`src/rtl/slot_sw_pkg.sv`:
```
package slot_sw_pkg;

   typedef enum logic [1:0] {
      SRC_NET0 = 2'd0,
      SRC_NET1 = 2'd1,
      SRC_HQ0  = 2'd2,
      SRC_HQ1  = 2'd3
   } src_e;

   typedef struct packed {
      logic en;
      src_e src;
   } port_sel_t;

endpackage

```
`src/rtl/sw_fifo.sv`:
```
module sw_fifo #(
   parameter int W     = 16,
   parameter int DEPTH = 64
) (
   input  logic                         clk,
   input  logic                         rst_n,
   input  logic                         push,
   input  logic [W-1:0]                 wdata,
   input  logic                         pop,
   output logic [W-1:0]                 rdata,
   output logic [$clog2(DEPTH+1)-1:0]   count
);
   localparam int AW = $clog2(DEPTH);
   localparam int CW = $clog2(DEPTH + 1);

   if ((1 << AW) != DEPTH) begin : g_bad_depth
      $error("sw_fifo: DEPTH must be a power of two");
   end

   logic [W-1:0]  mem [DEPTH];
   logic [AW-1:0] wr_ptr, rd_ptr;
   logic          do_push, do_pop;

   assign do_push = push && (count != CW'(DEPTH));
   assign do_pop  = pop && (count != '0);
   assign rdata   = mem[rd_ptr];

   always_ff @(posedge clk or negedge rst_n) begin
      if (!rst_n) begin
         wr_ptr <= '0;
         rd_ptr <= '0;
         count  <= '0;
      end else begin
         if (do_push) wr_ptr <= wr_ptr + 1'b1;
         if (do_pop)  rd_ptr <= rd_ptr + 1'b1;
         case ({do_push, do_pop})
            2'b10:   count <= count + 1'b1;
            2'b01:   count <= count - 1'b1;
            default: count <= count;
         endcase
      end
   end

   always_ff @(posedge clk) begin
      if (do_push) mem[wr_ptr] <= wdata;
   end
endmodule

```
`src/rtl/inj_arb.sv`:
```
module inj_arb (
   input  logic [1:0] port_busy,
   input  logic [1:0] q_ready,
   input  logic [1:0] q_pref,
   input  logic [1:0] q_bcast,
   output logic [1:0] q_gnt,
   output logic [1:0] port_host,
   output logic [1:0] port_q
);
   logic [1:0] taken;

   always_comb begin
      taken     = port_busy;
      q_gnt     = '0;
      port_host = '0;
      port_q    = '0;
      for (int q = 0; q < 2; q++) begin
         if (q_ready[q]) begin
            if (q_bcast[q]) begin
               if (taken == 2'b00) begin
                  taken     = 2'b11;
                  q_gnt[q]  = 1'b1;
                  port_host = 2'b11;
                  port_q    = {1'(q), 1'(q)};
               end
            end else if (!taken[q_pref[q]]) begin
               taken[q_pref[q]]     = 1'b1;
               q_gnt[q]             = 1'b1;
               port_host[q_pref[q]] = 1'b1;
               port_q[q_pref[q]]    = 1'(q);
            end
         end
      end
   end
endmodule

```
`src/rtl/out_mux.sv`:
```
module out_mux
   import slot_sw_pkg::*;
#(
   parameter int W = 16
) (
   input  logic               clk,
   input  logic               rst_n,
   input  logic               word_valid,
   input  port_sel_t          sel,
   input  logic [3:0][W-1:0]  src,
   output logic [W-1:0]       q
);
   always_ff @(posedge clk or negedge rst_n) begin
      if (!rst_n)                    q <= '0;
      else if (word_valid && sel.en) q <= src[sel.src];
      else                           q <= '0;
   end
endmodule

```
`src/rtl/slot_switch.sv`:
```
module slot_switch
   import slot_sw_pkg::*;
#(
   parameter int WORD_W    = 16,
   parameter int ADDR_W    = 3,
   parameter int PKT_WORDS = 4,
   parameter int TX_DEPTH  = 64,
   parameter int RX_DEPTH  = 64
) (
   input  logic                   clk,
   input  logic                   rst_n,
   input  logic                   slot_start,
   input  logic [1:0][WORD_W-1:0] net_in,
   input  logic [1:0]             rt_en,
   input  logic [1:0]             rt_sel,
   input  logic [ADDR_W-1:0]      my_addr,
   input  logic [1:0]             tx_push,
   input  logic [1:0][WORD_W-1:0] tx_wdata,
   input  logic [1:0]             tx_pref,
   input  logic [1:0]             tx_bcast,
   output logic [1:0]             tx_full,
   input  logic [1:0]             rx_pop,
   output logic [1:0][WORD_W-1:0] rx_data,
   output logic [1:0]             rx_avail,
   output logic [1:0][WORD_W-1:0] out_word,
   output logic                   out_first
);
   localparam int TCW = $clog2(TX_DEPTH + 1);
   localparam int RCW = $clog2(RX_DEPTH + 1);
   localparam int PW  = $clog2(PKT_WORDS + 1);
   localparam logic [TCW-1:0] TX_NEED = TCW'(PKT_WORDS);
   localparam logic [TCW-1:0] TX_MAX  = TCW'(TX_DEPTH);
   localparam logic [RCW-1:0] RX_LIM  = RCW'(RX_DEPTH - PKT_WORDS);
   localparam logic [PW-1:0]  LAST    = PW'(PKT_WORDS - 1);

   if (PKT_WORDS < 1) begin : g_bad_pkt
      $error("slot_switch: PKT_WORDS must be at least 1");
   end
   if (PKT_WORDS > TX_DEPTH || PKT_WORDS > RX_DEPTH) begin : g_bad_fit
      $error("slot_switch: a queue must hold a whole packet");
   end
   if (ADDR_W + 1 > WORD_W) begin : g_bad_addr
      $error("slot_switch: header does not fit in a word");
   end

   // slot framing
   logic          active;
   logic [PW-1:0] ph;
   logic          word_valid;

   assign word_valid = slot_start | active;

   always_ff @(posedge clk or negedge rst_n) begin
      if (!rst_n) begin
         active <= 1'b0;
         ph     <= '0;
      end else if (slot_start) begin
         active <= (PKT_WORDS > 1);
         ph     <= PW'(1);
      end else if (active) begin
         if (ph == LAST) begin
            active <= 1'b0;
            ph     <= '0;
         end else begin
            ph <= ph + 1'b1;
         end
      end
   end

   always_ff @(posedge clk or negedge rst_n) begin
      if (!rst_n) out_first <= 1'b0;
      else        out_first <= slot_start;
   end

   // transmit queues
   logic [1:0][TCW-1:0]    tx_cnt;
   logic [1:0][WORD_W-1:0] tx_rdata;
   logic [1:0]             tx_pop;
   logic [1:0]             tx_ready;

   for (genvar q = 0; q < 2; q++) begin : g_tx
      sw_fifo #(.W(WORD_W), .DEPTH(TX_DEPTH)) u_fifo (
         .clk   (clk),
         .rst_n (rst_n),
         .push  (tx_push[q]),
         .wdata (tx_wdata[q]),
         .pop   (tx_pop[q]),
         .rdata (tx_rdata[q]),
         .count (tx_cnt[q])
      );
      assign tx_ready[q] = (tx_cnt[q] >= TX_NEED);
      assign tx_full[q]  = (tx_cnt[q] == TX_MAX);
   end

   // injection decision for the slot beginning now
   logic [1:0] gnt_new, gnt_hold, gnt_eff;
   logic [1:0] port_host, port_q;

   inj_arb u_arb (
      .port_busy (rt_en),
      .q_ready   (tx_ready),
      .q_pref    (tx_pref),
      .q_bcast   (tx_bcast),
      .q_gnt     (gnt_new),
      .port_host (port_host),
      .port_q    (port_q)
   );

   port_sel_t sel_new  [2];
   port_sel_t sel_hold [2];
   port_sel_t sel_eff  [2];

   always_comb begin
      for (int p = 0; p < 2; p++) begin
         if (rt_en[p]) begin
            sel_new[p].en  = 1'b1;
            sel_new[p].src = rt_sel[p] ? SRC_NET1 : SRC_NET0;
         end else if (port_host[p]) begin
            sel_new[p].en  = 1'b1;
            sel_new[p].src = port_q[p] ? SRC_HQ1 : SRC_HQ0;
         end else begin
            sel_new[p].en  = 1'b0;
            sel_new[p].src = SRC_NET0;
         end
         sel_eff[p] = slot_start ? sel_new[p] : sel_hold[p];
      end
   end

   // receive filter
   logic [1:0][RCW-1:0] rx_cnt;
   logic [1:0]          cap_new, cap_hold, cap_eff, rx_push;

   for (genvar i = 0; i < 2; i++) begin : g_rx
      assign cap_new[i] = net_in[i][WORD_W-1]
                        && (net_in[i][WORD_W-2 -: ADDR_W] == my_addr)
                        && (rx_cnt[i] <= RX_LIM);
      assign rx_push[i] = word_valid && cap_eff[i];

      sw_fifo #(.W(WORD_W), .DEPTH(RX_DEPTH)) u_fifo (
         .clk   (clk),
         .rst_n (rst_n),
         .push  (rx_push[i]),
         .wdata (net_in[i]),
         .pop   (rx_pop[i]),
         .rdata (rx_data[i]),
         .count (rx_cnt[i])
      );
      assign rx_avail[i] = (rx_cnt[i] != '0);
   end

   assign gnt_eff = slot_start ? gnt_new : gnt_hold;
   assign cap_eff = slot_start ? cap_new : cap_hold;
   assign tx_pop  = {2{word_valid}} & gnt_eff;

   // selections are locked for the rest of the slot
   always_ff @(posedge clk or negedge rst_n) begin
      if (!rst_n) begin
         gnt_hold <= '0;
         cap_hold <= '0;
         for (int p = 0; p < 2; p++) sel_hold[p] <= '0;
      end else if (slot_start) begin
         gnt_hold <= gnt_new;
         cap_hold <= cap_new;
         for (int p = 0; p < 2; p++) sel_hold[p] <= sel_new[p];
      end
   end

   // registered 4-to-1 word multiplexers
   logic [3:0][WORD_W-1:0] src_bus;
   assign src_bus = {tx_rdata[1], tx_rdata[0], net_in[1], net_in[0]};

   for (genvar p = 0; p < 2; p++) begin : g_port
      out_mux #(.W(WORD_W)) u_mux (
         .clk        (clk),
         .rst_n      (rst_n),
         .word_valid (word_valid),
         .sel        (sel_eff[p]),
         .src        (src_bus),
         .q          (out_word[p])
      );
   end
endmodule

```
`config.mk`:
```
export PLATFORM = sky130hd
export DESIGN_NAME = slot_switch
export DESIGN_NICKNAME = d
export VERILOG_FILES = /design/src/rtl/slot_sw_pkg.sv /design/src/rtl/sw_fifo.sv /design/src/rtl/inj_arb.sv /design/src/rtl/out_mux.sv /design/src/rtl/slot_switch.sv
export SDC_FILE = /design/constraint.sdc
export NUM_CORES = 2
export LEC_CHECK = 0
export BUFFER_PORTS_ARGS = -buffer_cell sky130_fd_sc_hd__buf_2
export CAP_MARGIN = 20
export CORE_MARGIN = 1
export CORE_UTILIZATION = 31
export CTS_CLUSTER_SIZE = 25
export DETAILED_ROUTE_END_ITERATION = 10
export HOLD_SLACK_MARGIN = 0.03
export PLACE_DENSITY = 0.41
export SLEW_MARGIN = 20
export SYNTH_ARGS = -nofsm -noshare
export SYNTH_HDL_FRONTEND = slang
export SYNTH_SLANG_ARGS = --single-unit
```
`constraint.sdc`:
```
create_clock -name clk -period 4.1 [get_ports clk]
set_input_delay 0.41 -clock clk [delete_from_list [all_inputs] [get_ports clk]]
set_output_delay 0.41 -clock clk [all_outputs]
set_load 0.02 [all_outputs]
```
==> summary.txt <==
Status
  – Status: finished with violations
  – Violated checks: setup timing

Route
  – Antenna viol nets, final: 0
  – Iter 0 DRT Violations: between 7,000 and 8,000
  – DRC Markers: 0
  – Wire per inst: 31.3 um
  – Drt total wl: 495 mm
  – Pre-Repair DR Iteration Count: 6
  – Via density: slightly above 5
  – Vias: 80,300

Synthesis
  – Seq cells post-synth: around 4,200
  – Syn Nets: approximately 7,600
  – Main synth FF type: edfxtp_1
  – Synth Instances: 7,477
  – Asr flop ratio synth: between 2 and 3%
  – Share of Yosys cell area claimed by the top area cell type: between 70 and 80%
  – Post-synth EDFFs: about 4,100
  – Synthesized area per cell: around 22 um2
  – Post-Syn Area: roughly 160,000 um2
  – Synth top area cells: edfxtp_1 (75%), mux4_2 (14%), dfrtp_1 (1.9%)
  – Post-synth cell types: 77
  – Synth area leader: edfxtp_1
  – Yosys warnings: 0
  – Post-synthesis sequential area ratio: between 70% and 80%

Timing
  – Final count of pins violating max slew: 0
  – Worst-Margin Slew: approximately 1100 ps
  – Final Setup Violations: 32
  – Period Utilization, post-route: 105%
  – Worst clock skew: about 60 ps
  – RSZ-0062 raised after global routing: yes
  – Fin. Hold Viols: 0
  – Min Tclk post-route: roughly 4300 ps
  – Post-route worst setup slack: -185 ps
  – Fmax: between 200 and 250 MHz
  – Max_slew headroom: between 20% and 30%

Floorplanning
  – Die area: about 530,000 um2
  – IO Count: between 150 and 200
  – Die X: about 730 um
  – Die H: approximately 730 um
  – Cell row count: around 270
  – Initial core utilization: between 30% and 40%
  – Core area: about 530,000 um2

Setup path
  – Crit path cell chain: buf_4 -> buf_6 -> bufbuf_16 -> buf_6 -> mux4_2 -> mux4_2 -> mux4_2 -> buf_6
  – Required time worst endpoint: approximately 3700 ps
  – Slowest-stage cell, CP: mux4_2
  – CP max FO: 7
  – Critical Path AT: between 3000 and 4000 ps
  – Critical Path Source Type: flop
  – Reg2Reg Depth: 10
  – Critical path's largest stage delay: between 500 and 600 ps
  – Kind of critical path: reg -> out
  – CP Capture Type: output pin

Finish
  – Final core utilization: between 30% and 40%
  – Finished Layout Cells: about 16,000
  – Area occupied by multi-input gates: approximately 36,000 um2
  – Seq. cell area: roughly 130,000 um2
  – Number of fill cells: 48,000
  – Share of layout cells above drive strength 1: about 31%
  – P&R area growth vs syn: 18.6%
  – Final #Nets: roughly 8,500
  – Design area: 194,000 um2

Pwr
  – Pwr Total: about 130 mW
  – VDD IR max: ~0.57 mV
  – PD cells: between 600 and 700 nW/um2
  – Leak pwr: 61.7 nW

CTS
  – CTS clk-pin slew, worst paths: roughly 60 ps
  – Clk_lat worst skew: between 1000 and 1500 ps
  – Sink Count: between 4,000 and 5,000
  – CTS Buffer Depth: 4
  – H-tree level count: 5
  – CTS tree: built
  – Root Driver: clkbuf_16
  – CTS Buf Count: 463

Global routing
  – Vias in the first global route: ~83,000
  – GRT Util Overall: between 10% and 20%
  – GRT overflow: 0
  – Initial antenna violation count: 53
  – First-pass GRT wire length: about 680 mm
  – Largest net degree at the start of global routing: just over 80

Place
  – Placed Area: ~180,000 um2
  – Placed cell count: approximately 15,000
  – DP HPWL: around 300 mm
  – I/O Buffers: 150
  – Routability-driven placement congestion ratio: just under 0.8

Hold path
  – Hold Path Stages: 1
  – HP Class: in -> reg

Job
  – Max_cap viols: 0
## synth_stat cells (all sizes together), types with 9 or more instances
master / count
o22ai: 49
xnor2: 43
o22a: 9
and2: 17
a2111oi: 13
nor3: 25
buf: 226
dfrtp: 123
mux4: 1038
a21oi: 90
o211ai: 34
a221oi: 60
nand4: 16
nand3b: 13
a22o: 17
inv: 31
xor2: 25
and3: 13
nand2: 149
a32oi: 10
or2: 10
nor2b: 42
mux2: 45
edfxtp: 4096
nor2: 358
a211oi: 41
mux2i: 287
nand2b: 17
o221ai: 48
o21ai: 98
clkbuf: 199
nand3: 45
ha: 33
a22oi: 54
## state kept, by name, summed over array words and instances (netlist names)
register,flops
cap_hold,2
g_rx.u_fifo.rd_ptr,12
g_rx.u_fifo.count,14
g_rx.u_fifo.wr_ptr,12
ph,3
g_tx.u_fifo.rd_ptr,12
g_port.u_mux.q,32
sel_hold,6
g_rx.u_fifo.mem,2048
g_tx.u_fifo.mem,2048
g_tx.u_fifo.wr_ptr,12
g_tx.u_fifo.count,14
out_first,1
active,1
gnt_hold,2
## metrics by stage
| stage | setup TNS (ps) | hold slack [ps] | setup slack, ps |
|---|---|---|---|
| detailed placement | 0 | 481 | 160 |
| CTS | -9210 | 30.1 | -320 |
| global placement | 0 | 476 | 172 |
| global route | -7070 | 76.1 | -264 |
| finish | -3680 | 85.2 | -185 |
| floorplan | 0 | 114 | 551 |
## where the power goes
part,total (mW),internal [mW],switching [mW],leakage [nW]
logic,41.4,18.3,23.2,16.2
clock network,40.5,23.3,17.2,7.11
registers,50.4,48.6,1.78,38.3
total,132,90.2,42.1,61.7
## final timing paths
| path | start | slack [ps] | endpoint |
|---|---|---|---|
| max | g_rx[0].u_fifo.rd_ptr[0] | -180 | rx_data[1] |
| min | net_in[18] | 90 | g_rx[1].u_fifo.mem[31][2] |
| max reg2reg | g_tx[0].u_fifo.rd_ptr[0] | 160 | g_port[1].u_mux.q[13] |
| min reg2reg | cap_hold[1] | 500 | cap_hold[1] |
| max in group asynchronous | rst_n | 2750 | g_port[1].u_mux.q[13] |
| min in group asynchronous | rst_n | 550 | g_rx[0].u_fifo.wr_ptr[2] |
## layout make-up
| class | instances | share of cell area, % |
|---|---|---|
| Tap cell | 6968 | 4.49 |
| Multi-Input combinational cell | 2801 | 18.4 |
| Antenna cell | 28 | 0.0361 |
| Inverter | 32 | 0.0619 |
| Clock buffer | 571 | 6.30 |
| Timing Repair Buffer | 891 | 4.47 |
| Clock inverter | 272 | 1.22 |
| Sequential cell | 4219 | 65.0 |
## layer usage
| metal | global-route usage [%] | vias up | share of wire (%) |
|---|---|---|---|
| met3 | 3.11 | 604 | 5.5 |
| met5 | 0 | - | 0.012 |
| met2 | 29.8 | 2095 | 48 |
| met1 | 25.4 | 44100 | 44 |
| met4 | 4.46 | 8 | 2.6 |
| li1 | - | 33500 | - |
## cells by family (layout without fill, tap and decap cells)
| group | after synthesis | in the layout | synth area share (%) |
|---|---|---|---|
| compound gates | 586 | 586 | 2.56 |
| fa+ha+maj | 37 | 37 | 0.301 |
| flops | 4219 | 4219 | 77.0 |
| buf+inv | 457 | 1766 | 1.33 |
| xor+xnor | 68 | 68 | 0.364 |
| other cells | 0 | 28 | 0 |
| mux | 1370 | 1370 | 16.4 |
| simple gates | 740 | 740 | 2.05 |
## cell usage in the layout, fill, tap and decap left out, types with 62 or more instances in the layout
cell           instances
clkbuf_16            491
nor2_1               222
dfrtp_1              106
o21ai_0               98
dlygate4sd3_1         62
nor2_2               136
buf_4                545
mux4_2              1038
edfxtp_1            4096
nand2_1              149
buf_2                122
buf_12                66
mux2i_1              287
clkbuf_1              95
clkinv_1             116
clkinv_2              81
a21oi_1               88
## what timing repair did
item | CTS | global route
setup buffers | 31 | 13
endpoints found under the hold margin | 1077 | 79
hold buffers | 62 | 2
gates resized for setup | 89 | 32
endpoints found under the setup margin | 32 | 33
pin swaps | 0 | 1
cloned | 25 | 22
## worst max-delay path, delay by kind of cell, from the launching register on
family	cells	cell delay (ps)
buf+inv	5	820
flops	1	500
mux	3	1530
(Power assumes the default switching activity.)
